`config.mk`:
```
export PLATFORM = sky130hd
export DESIGN_NAME = page_prog_ctrl
export DESIGN_NICKNAME = d
export VERILOG_FILES = /design/src/rtl/pwc_pkg.sv /design/src/rtl/pwc_page_buf.sv /design/src/rtl/pwc_cycle_timer.sv /design/src/rtl/page_prog_ctrl.sv
export SDC_FILE = /design/constraint.sdc
export NUM_CORES = 1
export LEC_CHECK = 0
export BUFFER_PORTS_ARGS = -buffer_cell sky130_fd_sc_hd__buf_2
export CAP_MARGIN = 20
export CORE_UTILIZATION = 30
export CTS_CLUSTER_DIAMETER = 30
export DETAILED_ROUTE_END_ITERATION = 12
export HOLD_SLACK_MARGIN = 0.03
export PLACE_DENSITY = 0.51
export SYNTH_ARGS = -nofsm -noshare
export SYNTH_HDL_FRONTEND = slang
export SYNTH_SLANG_ARGS = --single-unit
```
`constraint.sdc`:
```
create_clock -name clk -period 4.16 [get_ports clk]
set_clock_uncertainty 0.15 [all_clocks]
set_input_delay 0.624 -clock clk [delete_from_list [all_inputs] [get_ports clk]]
set_output_delay 0.624 -clock clk [all_outputs]
set_load 0.01 [all_outputs]
```
`src/rtl/pwc_pkg.sv`:
```
`timescale 1ns/1ps
// Shared types for the page programming controller.
package pwc_pkg;
    // Controller phase: no data, collecting a command, programming.
    typedef enum logic [1:0] {
        PH_IDLE = 2'd0,
        PH_LOAD = 2'd1,
        PH_PROG = 2'd2
    } pwc_phase_e;
endpackage

```
`src/rtl/pwc_page_buf.sv`:
```
`timescale 1ns/1ps
// Page buffer: one data register and one loaded flag per column.
// Assumes wr_en and clr are never used for the same column with
// conflicting intent; clr wins over a write in the same clock.
module pwc_page_buf #(
    parameter int DATA_W     = 8,
    parameter int PAGE_BYTES = 32,
    parameter int COL_W      = $clog2(PAGE_BYTES)
) (
    input  logic              clk,
    input  logic              rst_n,
    input  logic              wr_en,
    input  logic [COL_W-1:0]  wr_col,
    input  logic [DATA_W-1:0] wr_data,
    input  logic              clr,
    input  logic [COL_W-1:0]  rd_col,
    output logic [DATA_W-1:0] rd_data,
    output logic              rd_vld
);
    logic [DATA_W-1:0] data_q [PAGE_BYTES];
    logic [PAGE_BYTES-1:0] vld_q;

    for (genvar g = 0; g < PAGE_BYTES; g++) begin : g_col
        // Store a byte into this column and mark it loaded.
        always_ff @(posedge clk) begin
            if (!rst_n) begin
                data_q[g] <= '0;
                vld_q[g]  <= 1'b0;
            end else if (clr) begin
                vld_q[g]  <= 1'b0;
            end else if (wr_en && wr_col == COL_W'(g)) begin
                data_q[g] <= wr_data;
                vld_q[g]  <= 1'b1;
            end
        end
    end

    // Read port used by the drain during the programming cycle.
    always_comb begin
        rd_data = data_q[rd_col];
        rd_vld  = vld_q[rd_col];
    end
endmodule

```
`src/rtl/pwc_cycle_timer.sv`:
```
`timescale 1ns/1ps
// Self-timed cycle counter: runs for CYCLE_CLKS clocks after start.
// Assumes start is only raised while the timer is not running.
module pwc_cycle_timer #(
    parameter int CYCLE_CLKS = 48,
    parameter int CNT_W      = $clog2(CYCLE_CLKS + 1)
) (
    input  logic clk,
    input  logic rst_n,
    input  logic start,
    output logic last
);
    logic [CNT_W-1:0] cnt_q;
    logic             run_q;

    // Load the count on start, count down to zero, then stop.
    always_ff @(posedge clk) begin
        if (!rst_n) begin
            cnt_q <= '0;
            run_q <= 1'b0;
        end else if (start) begin
            cnt_q <= CNT_W'(CYCLE_CLKS - 1);
            run_q <= 1'b1;
        end else if (run_q) begin
            if (cnt_q == '0) run_q <= 1'b0;
            else             cnt_q <= cnt_q - 1'b1;
        end
    end

    // Final clock of the cycle.
    always_comb last = run_q && (cnt_q == '0);
endmodule

```
`src/rtl/page_prog_ctrl.sv`:
```
`timescale 1ns/1ps
// Page write collector and self-timed programming controller.
// Collects strobed bytes of a write command into a page buffer and
// commits them on the rising edge of cs_n, then drains loaded columns
// to the array while busy is held for CYCLE_CLKS clocks.
// Assumes: inputs synchronous to clk, byte_vld only while cs_n is low,
// PAGE_BYTES a power of two, CYCLE_CLKS >= PAGE_BYTES.
module page_prog_ctrl
    import pwc_pkg::*;
#(
    parameter int ADDR_W     = 11,
    parameter int DATA_W     = 8,
    parameter int PAGE_BYTES = 32,
    parameter int CYCLE_CLKS = 48
) (
    input  logic              clk,
    input  logic              rst_n,
    input  logic              cs_n,
    input  logic              wp_n,
    input  logic              byte_vld,
    input  logic [ADDR_W-1:0] byte_addr,
    input  logic [DATA_W-1:0] byte_data,
    input  logic              byte_permit,
    input  logic              cmd_abort,
    output logic              arr_we,
    output logic [ADDR_W-1:0] arr_addr,
    output logic [DATA_W-1:0] arr_data,
    output logic              busy,
    output logic              cycle_done
);
    localparam int COL_W = $clog2(PAGE_BYTES);
    localparam int PG_W  = ADDR_W - COL_W;

    pwc_phase_e        phase_q;
    logic              cs_n_q, wp_n_q, drop_q, done_q;
    logic [PG_W-1:0]   page_q;
    logic [COL_W:0]    ptr_q;
    logic              cs_rise, wp_fall, kill, store, start, tmr_last, clr;
    logic [DATA_W-1:0] rd_data;
    logic              rd_vld;

    // Edge detection on chip select and write protect.
    always_ff @(posedge clk) begin
        if (!rst_n) begin
            cs_n_q <= 1'b1;
            wp_n_q <= 1'b1;
        end else begin
            cs_n_q <= cs_n;
            wp_n_q <= wp_n;
        end
    end

    // Command-level decisions for this clock.
    always_comb begin
        busy    = (phase_q == PH_PROG);
        cs_rise = !cs_n_q && cs_n;
        wp_fall = wp_n_q && !wp_n;
        kill    = !cs_n && !busy && (wp_fall || cmd_abort);
        store   = byte_vld && byte_permit && !cs_n && !busy && !drop_q && !kill;
        start   = (phase_q == PH_LOAD) && cs_rise;
        clr     = ((phase_q == PH_LOAD) && kill) || tmr_last;
    end

    // Drop flag: rest of the current command is ignored.
    always_ff @(posedge clk) begin
        if (!rst_n)                       drop_q <= 1'b0;
        else if (cs_n)                    drop_q <= 1'b0;
        else if (kill || (byte_vld && busy)) drop_q <= 1'b1;
    end

    // Phase sequencing: collect, program, return to idle.
    always_ff @(posedge clk) begin
        if (!rst_n) begin
            phase_q <= PH_IDLE;
        end else begin
            unique case (phase_q)
                PH_IDLE: if (store)    phase_q <= PH_LOAD;
                PH_LOAD: if (kill)     phase_q <= PH_IDLE;
                         else if (start) phase_q <= PH_PROG;
                PH_PROG: if (tmr_last) phase_q <= PH_IDLE;
                default:               phase_q <= PH_IDLE;
            endcase
        end
    end

    // Page number latched from the first stored byte of a command.
    always_ff @(posedge clk) begin
        if (!rst_n)                             page_q <= '0;
        else if (store && phase_q == PH_IDLE)   page_q <= byte_addr[ADDR_W-1:COL_W];
    end

    // Drain pointer walks the columns once per cycle.
    always_ff @(posedge clk) begin
        if (!rst_n)                    ptr_q <= '0;
        else if (start)                ptr_q <= '0;
        else if (busy && !ptr_q[COL_W]) ptr_q <= ptr_q + 1'b1;
    end

    // End-of-cycle pulse.
    always_ff @(posedge clk) begin
        if (!rst_n) done_q <= 1'b0;
        else        done_q <= tmr_last;
    end

    pwc_page_buf #(
        .DATA_W     (DATA_W),
        .PAGE_BYTES (PAGE_BYTES),
        .COL_W      (COL_W)
    ) u_buf (
        .clk     (clk),
        .rst_n   (rst_n),
        .wr_en   (store),
        .wr_col  (byte_addr[COL_W-1:0]),
        .wr_data (byte_data),
        .clr     (clr),
        .rd_col  (ptr_q[COL_W-1:0]),
        .rd_data (rd_data),
        .rd_vld  (rd_vld)
    );

    pwc_cycle_timer #(
        .CYCLE_CLKS (CYCLE_CLKS)
    ) u_tmr (
        .clk   (clk),
        .rst_n (rst_n),
        .start (start),
        .last  (tmr_last)
    );

    // Array write port driven from the drain pointer.
    always_comb begin
        arr_we     = busy && !ptr_q[COL_W] && rd_vld;
        arr_addr   = {page_q, ptr_q[COL_W-1:0]};
        arr_data   = rd_data;
        cycle_done = done_q;
    end
endmodule

```
==> qor.yml <==
outcome:
  outcome: "finished clean"
logic_synthesis:
  syn_area_um2: 14000
  synthCells: 998
  synth_compound_area_share_pct: 4.45
  syn_avg_cell_area_um2: 14.1
  yosys_warnings: 0
  yosysTopAreaCell: "edfxtp_1"
  ys.flop_type: "edfxtp_1"
  synth_area_leaders: "edfxtp_1 55%, mux4_2 14%, dfxtp_1 8.8%, nor2_1 7.4%, a22o_1 1.9%"
  ys_async_sr_fraction_pct: 0
  synthAdderAreaFrac_pct: 0.178
  synth_top_family_by_area: "multiplexers"
  synthSimpleGateAreaFrac_pct: 13.1
  yosysSeqAreaShare_pct: 63.6
  netlist.area_leader.share_pct: 54.7
  synth_mux_area_share_pct: 15.0
  syn-num-nets: 1026
  synth-edff-count: 256
  synthXorXnorAreaFrac_pct: 0.561
  yosys.cell_types.count: 48
  synth-seq-cells: 318
clocking:
  clockBufferDepth: 3
  htreeDepth: 3
  post_cts_resized: 0
  cts_root_buf: "clkbuf_16"
  cts_setup_buffers: 0
  cts.clk_slew.worst_paths_ps: 40
  numCtsBuffers: 77
  insertion_delay_ps: 600
  tritoncts: "yes"
  cts.sinks: 318
  cts-hold-fix-buffers: 0
run:
  maxCapViolCount: 0
global_routing:
  grt_pass1_wl_mm: 59.2
  antenna_found_initial: 1
  grt_pass1_vias: 9182
  grt_max_degree: 40
  grt_remaining_overflow: 0
  grt_usage_pct: 17.0
worst_hold_path:
  min_path_type: "primary input to register"
  min-delay-start: "wp_n"
  hold-path-cell-count: 2
  min_to: "wp_n_q"
die:
  dieHeight_um: 218
  design.core.area_um2: 45800
  start_util_pct: 30.7
  fp-row-count: 78
  dieArea_um2: 47700
  die_x_um: 218
  ios: 48
drt:
  drtAntennaViolNets: 0
  drt-total-wl_mm: 39.5
  drt_iter0_markers: 883
  vias_per_cell: 5.02
  drtPass1Iterations: 5
  avgRoutedWirePerCell_um: 22.3
  drc: 0
  vias: 8884
power_and_ir_drop:
  swShare_pct: 21.9
  p_sw_mw: 2.20
  clkPwrFrac_pct: 61.9
  p_per_area_nw_per_um2: 560
  p_leak_nw: 6.14
  p_seq_share_pct: 35.3
  combPwrFrac_pct: 2.8
  vdd_ir_drop_max_v: 0.000360
  p_int_mw: 7.84
timing:
  rsz0062_at_grt: "no"
  timing.fmax_mhz: 261
  period_minus_slack_ps: 3830
  setup_viol: 0
  setup_ws_ps: 332
  worstMarginPinSlew_ps: 1040
  relSlewSlack_pct: 30.5
  finalMaxSlewViolations: 0
  period_share_pct: 92.0
  fin_setup_tns_ps: 0
  final-hold-violation-count: 0
placed_design:
  gp_congestion: 0.782
  pre_cts_ws_ps: 749
  io_buffers: 47
  dp_hpwl_mm: 25.2
setup_path:
  endpoint_kind: "output pin"
  reg2reg_to: "u_buf.data_q[31][1]"
  startpoint_type: "register"
  crit_fanout: 20
  reg2reg_depth: 5
  r2r_start: "drop_q"
  critical_path_arrival_ps: 3050
  reg2reg_slack_ps: 1210
  crit_type: "register to output pin"
  required_ps: 3390
finish:
  antenna_cells: 0
  nets: 1136
  syn2layout_area_growth_pct: 27.6
  post-route-util_pct: 39.2
  n_fill_cell: 4210
  final_cell_mix: "277 x nor2_1, 256 x edfxtp_1, 87 x mux4_2"
  regArea_um2: 8930
  multi_input_area_um2: 4680
  layout-drive-gt1-share_pct: 31.2
  final_common_cell: "nor2_1"
==> routing by layer <==
metal | GRT usage [%] | up-vias | share of wire (%)
met3 | 4.95 | 85 | 7.2
met5 | 0 | - | 0.043
li1 | - | 3979 | -
met1 | 23.3 | 4495 | 45
met2 | 25.7 | 323 | 46
met4 | 5.57 | 2 | 2.3
==> synthesized netlist by cell type, types with 3 or more instances <==
| cell | n |
|---|---|
| mux4_2 | 87 |
| nand2b_1 | 8 |
| mux2_2 | 10 |
| nand4_4 | 12 |
| a22o_1 | 31 |
| nor2_1 | 277 |
| buf_2 | 23 |
| dfxtp_1 | 62 |
| nand2_1 | 14 |
| nor3b_1 | 4 |
| o21ai_0 | 41 |
| nand3_1 | 16 |
| buf_4 | 7 |
| buf_1 | 6 |
| buf_6 | 4 |
| xnor2_1 | 6 |
| inv_1 | 3 |
| nor2b_1 | 9 |
| mux2i_1 | 3 |
| clkbuf_1 | 51 |
| xor2_1 | 3 |
| a21oi_1 | 8 |
| and3_1 | 11 |
| nand4_1 | 7 |
| nor3_1 | 8 |
| o21a_1 | 4 |
| edfxtp_1 | 256 |
==> logic make-up (layout without fill, tap and decap cells) <==
| group | after synthesis | count (layout) |
|---|---|---|
| AOI/OAI and AO/OA | 94 | 94 |
| xor gates and xnor gates | 9 | 9 |
| adders and majority gates | 2 | 2 |
| buffers and inverters | 94 | 267 |
| DFF | 318 | 318 |
| muxes | 100 | 100 |
| and+or+nand+nor | 381 | 381 |
==> worst max path at each step <==
stage | startpoint | to | slack (ps)
2_1_floorplan | cs_n | u_buf.data_q[19][0] | 1050
3_3_place_gp | cs_n | u_buf.data_q[31][7] | 810
3_5_place_dp | cs_n | u_buf.data_q[31][3] | 750
4_1_cts | register | arr_data[1] | 260
5_1_grt | register | arr_data[0] | 190
6_report | register | arr_data[1] | 330
==> through the flow <==
step                      total power [mW]  instance area, um2  instances  hold slack, ps
after global routing                  10.3               17900       1771            79.6
after detailed placement              3.88               15200       1629             306
final                                 10.0               17900       1771            78.6
after global placement                3.88               15200       1629             303
after floorplan                       3.74               14000        998             280
after CTS                             10.1               17900       1771            58.9
==> worst max-delay path, cell delays in order, from the launching register on <==
cell     delay, ps
dfxtp_4        490
buf_4          450
mux4_2         590
mux4_2         480
mux2_2         310
buf_2          150
==> sequential cells by signal (all words and copies together), names as in the netlist, named ones only <==
| signal | count |
|---|---|
| cs_n_q | 1 |
| cycle_done | 1 |
| drop_q | 1 |
| page_q | 6 |
| phase_q | 2 |
| ptr_q | 6 |
| u_buf.data_q | 256 |
| u_buf.vld_q | 32 |
| u_tmr.cnt_q | 6 |
| u_tmr.run_q | 1 |
| wp_n_q | 1 |
==> power groups by stage <==
stage               clock, mW  combinational (mW)  sequential [mW]
floorplan                   0               0.148             3.59
global placement            0               0.282             3.60
detailed placement          0               0.284             3.60
CTS                      6.28               0.286             3.55
global route             6.44               0.302             3.55
finish                   6.21               0.282             3.55
==> final cells by class <==
type,count,area share (%)
well taps,600,4.19
inverters,3,0.0628
repair buffers,122,4.52
clock inverters,59,4.16
clock buffers,83,11.1
flip-flops and latches,318,49.8
multi-input cells,586,26.1
Note: power is estimated with default switching activity, not from simulation.
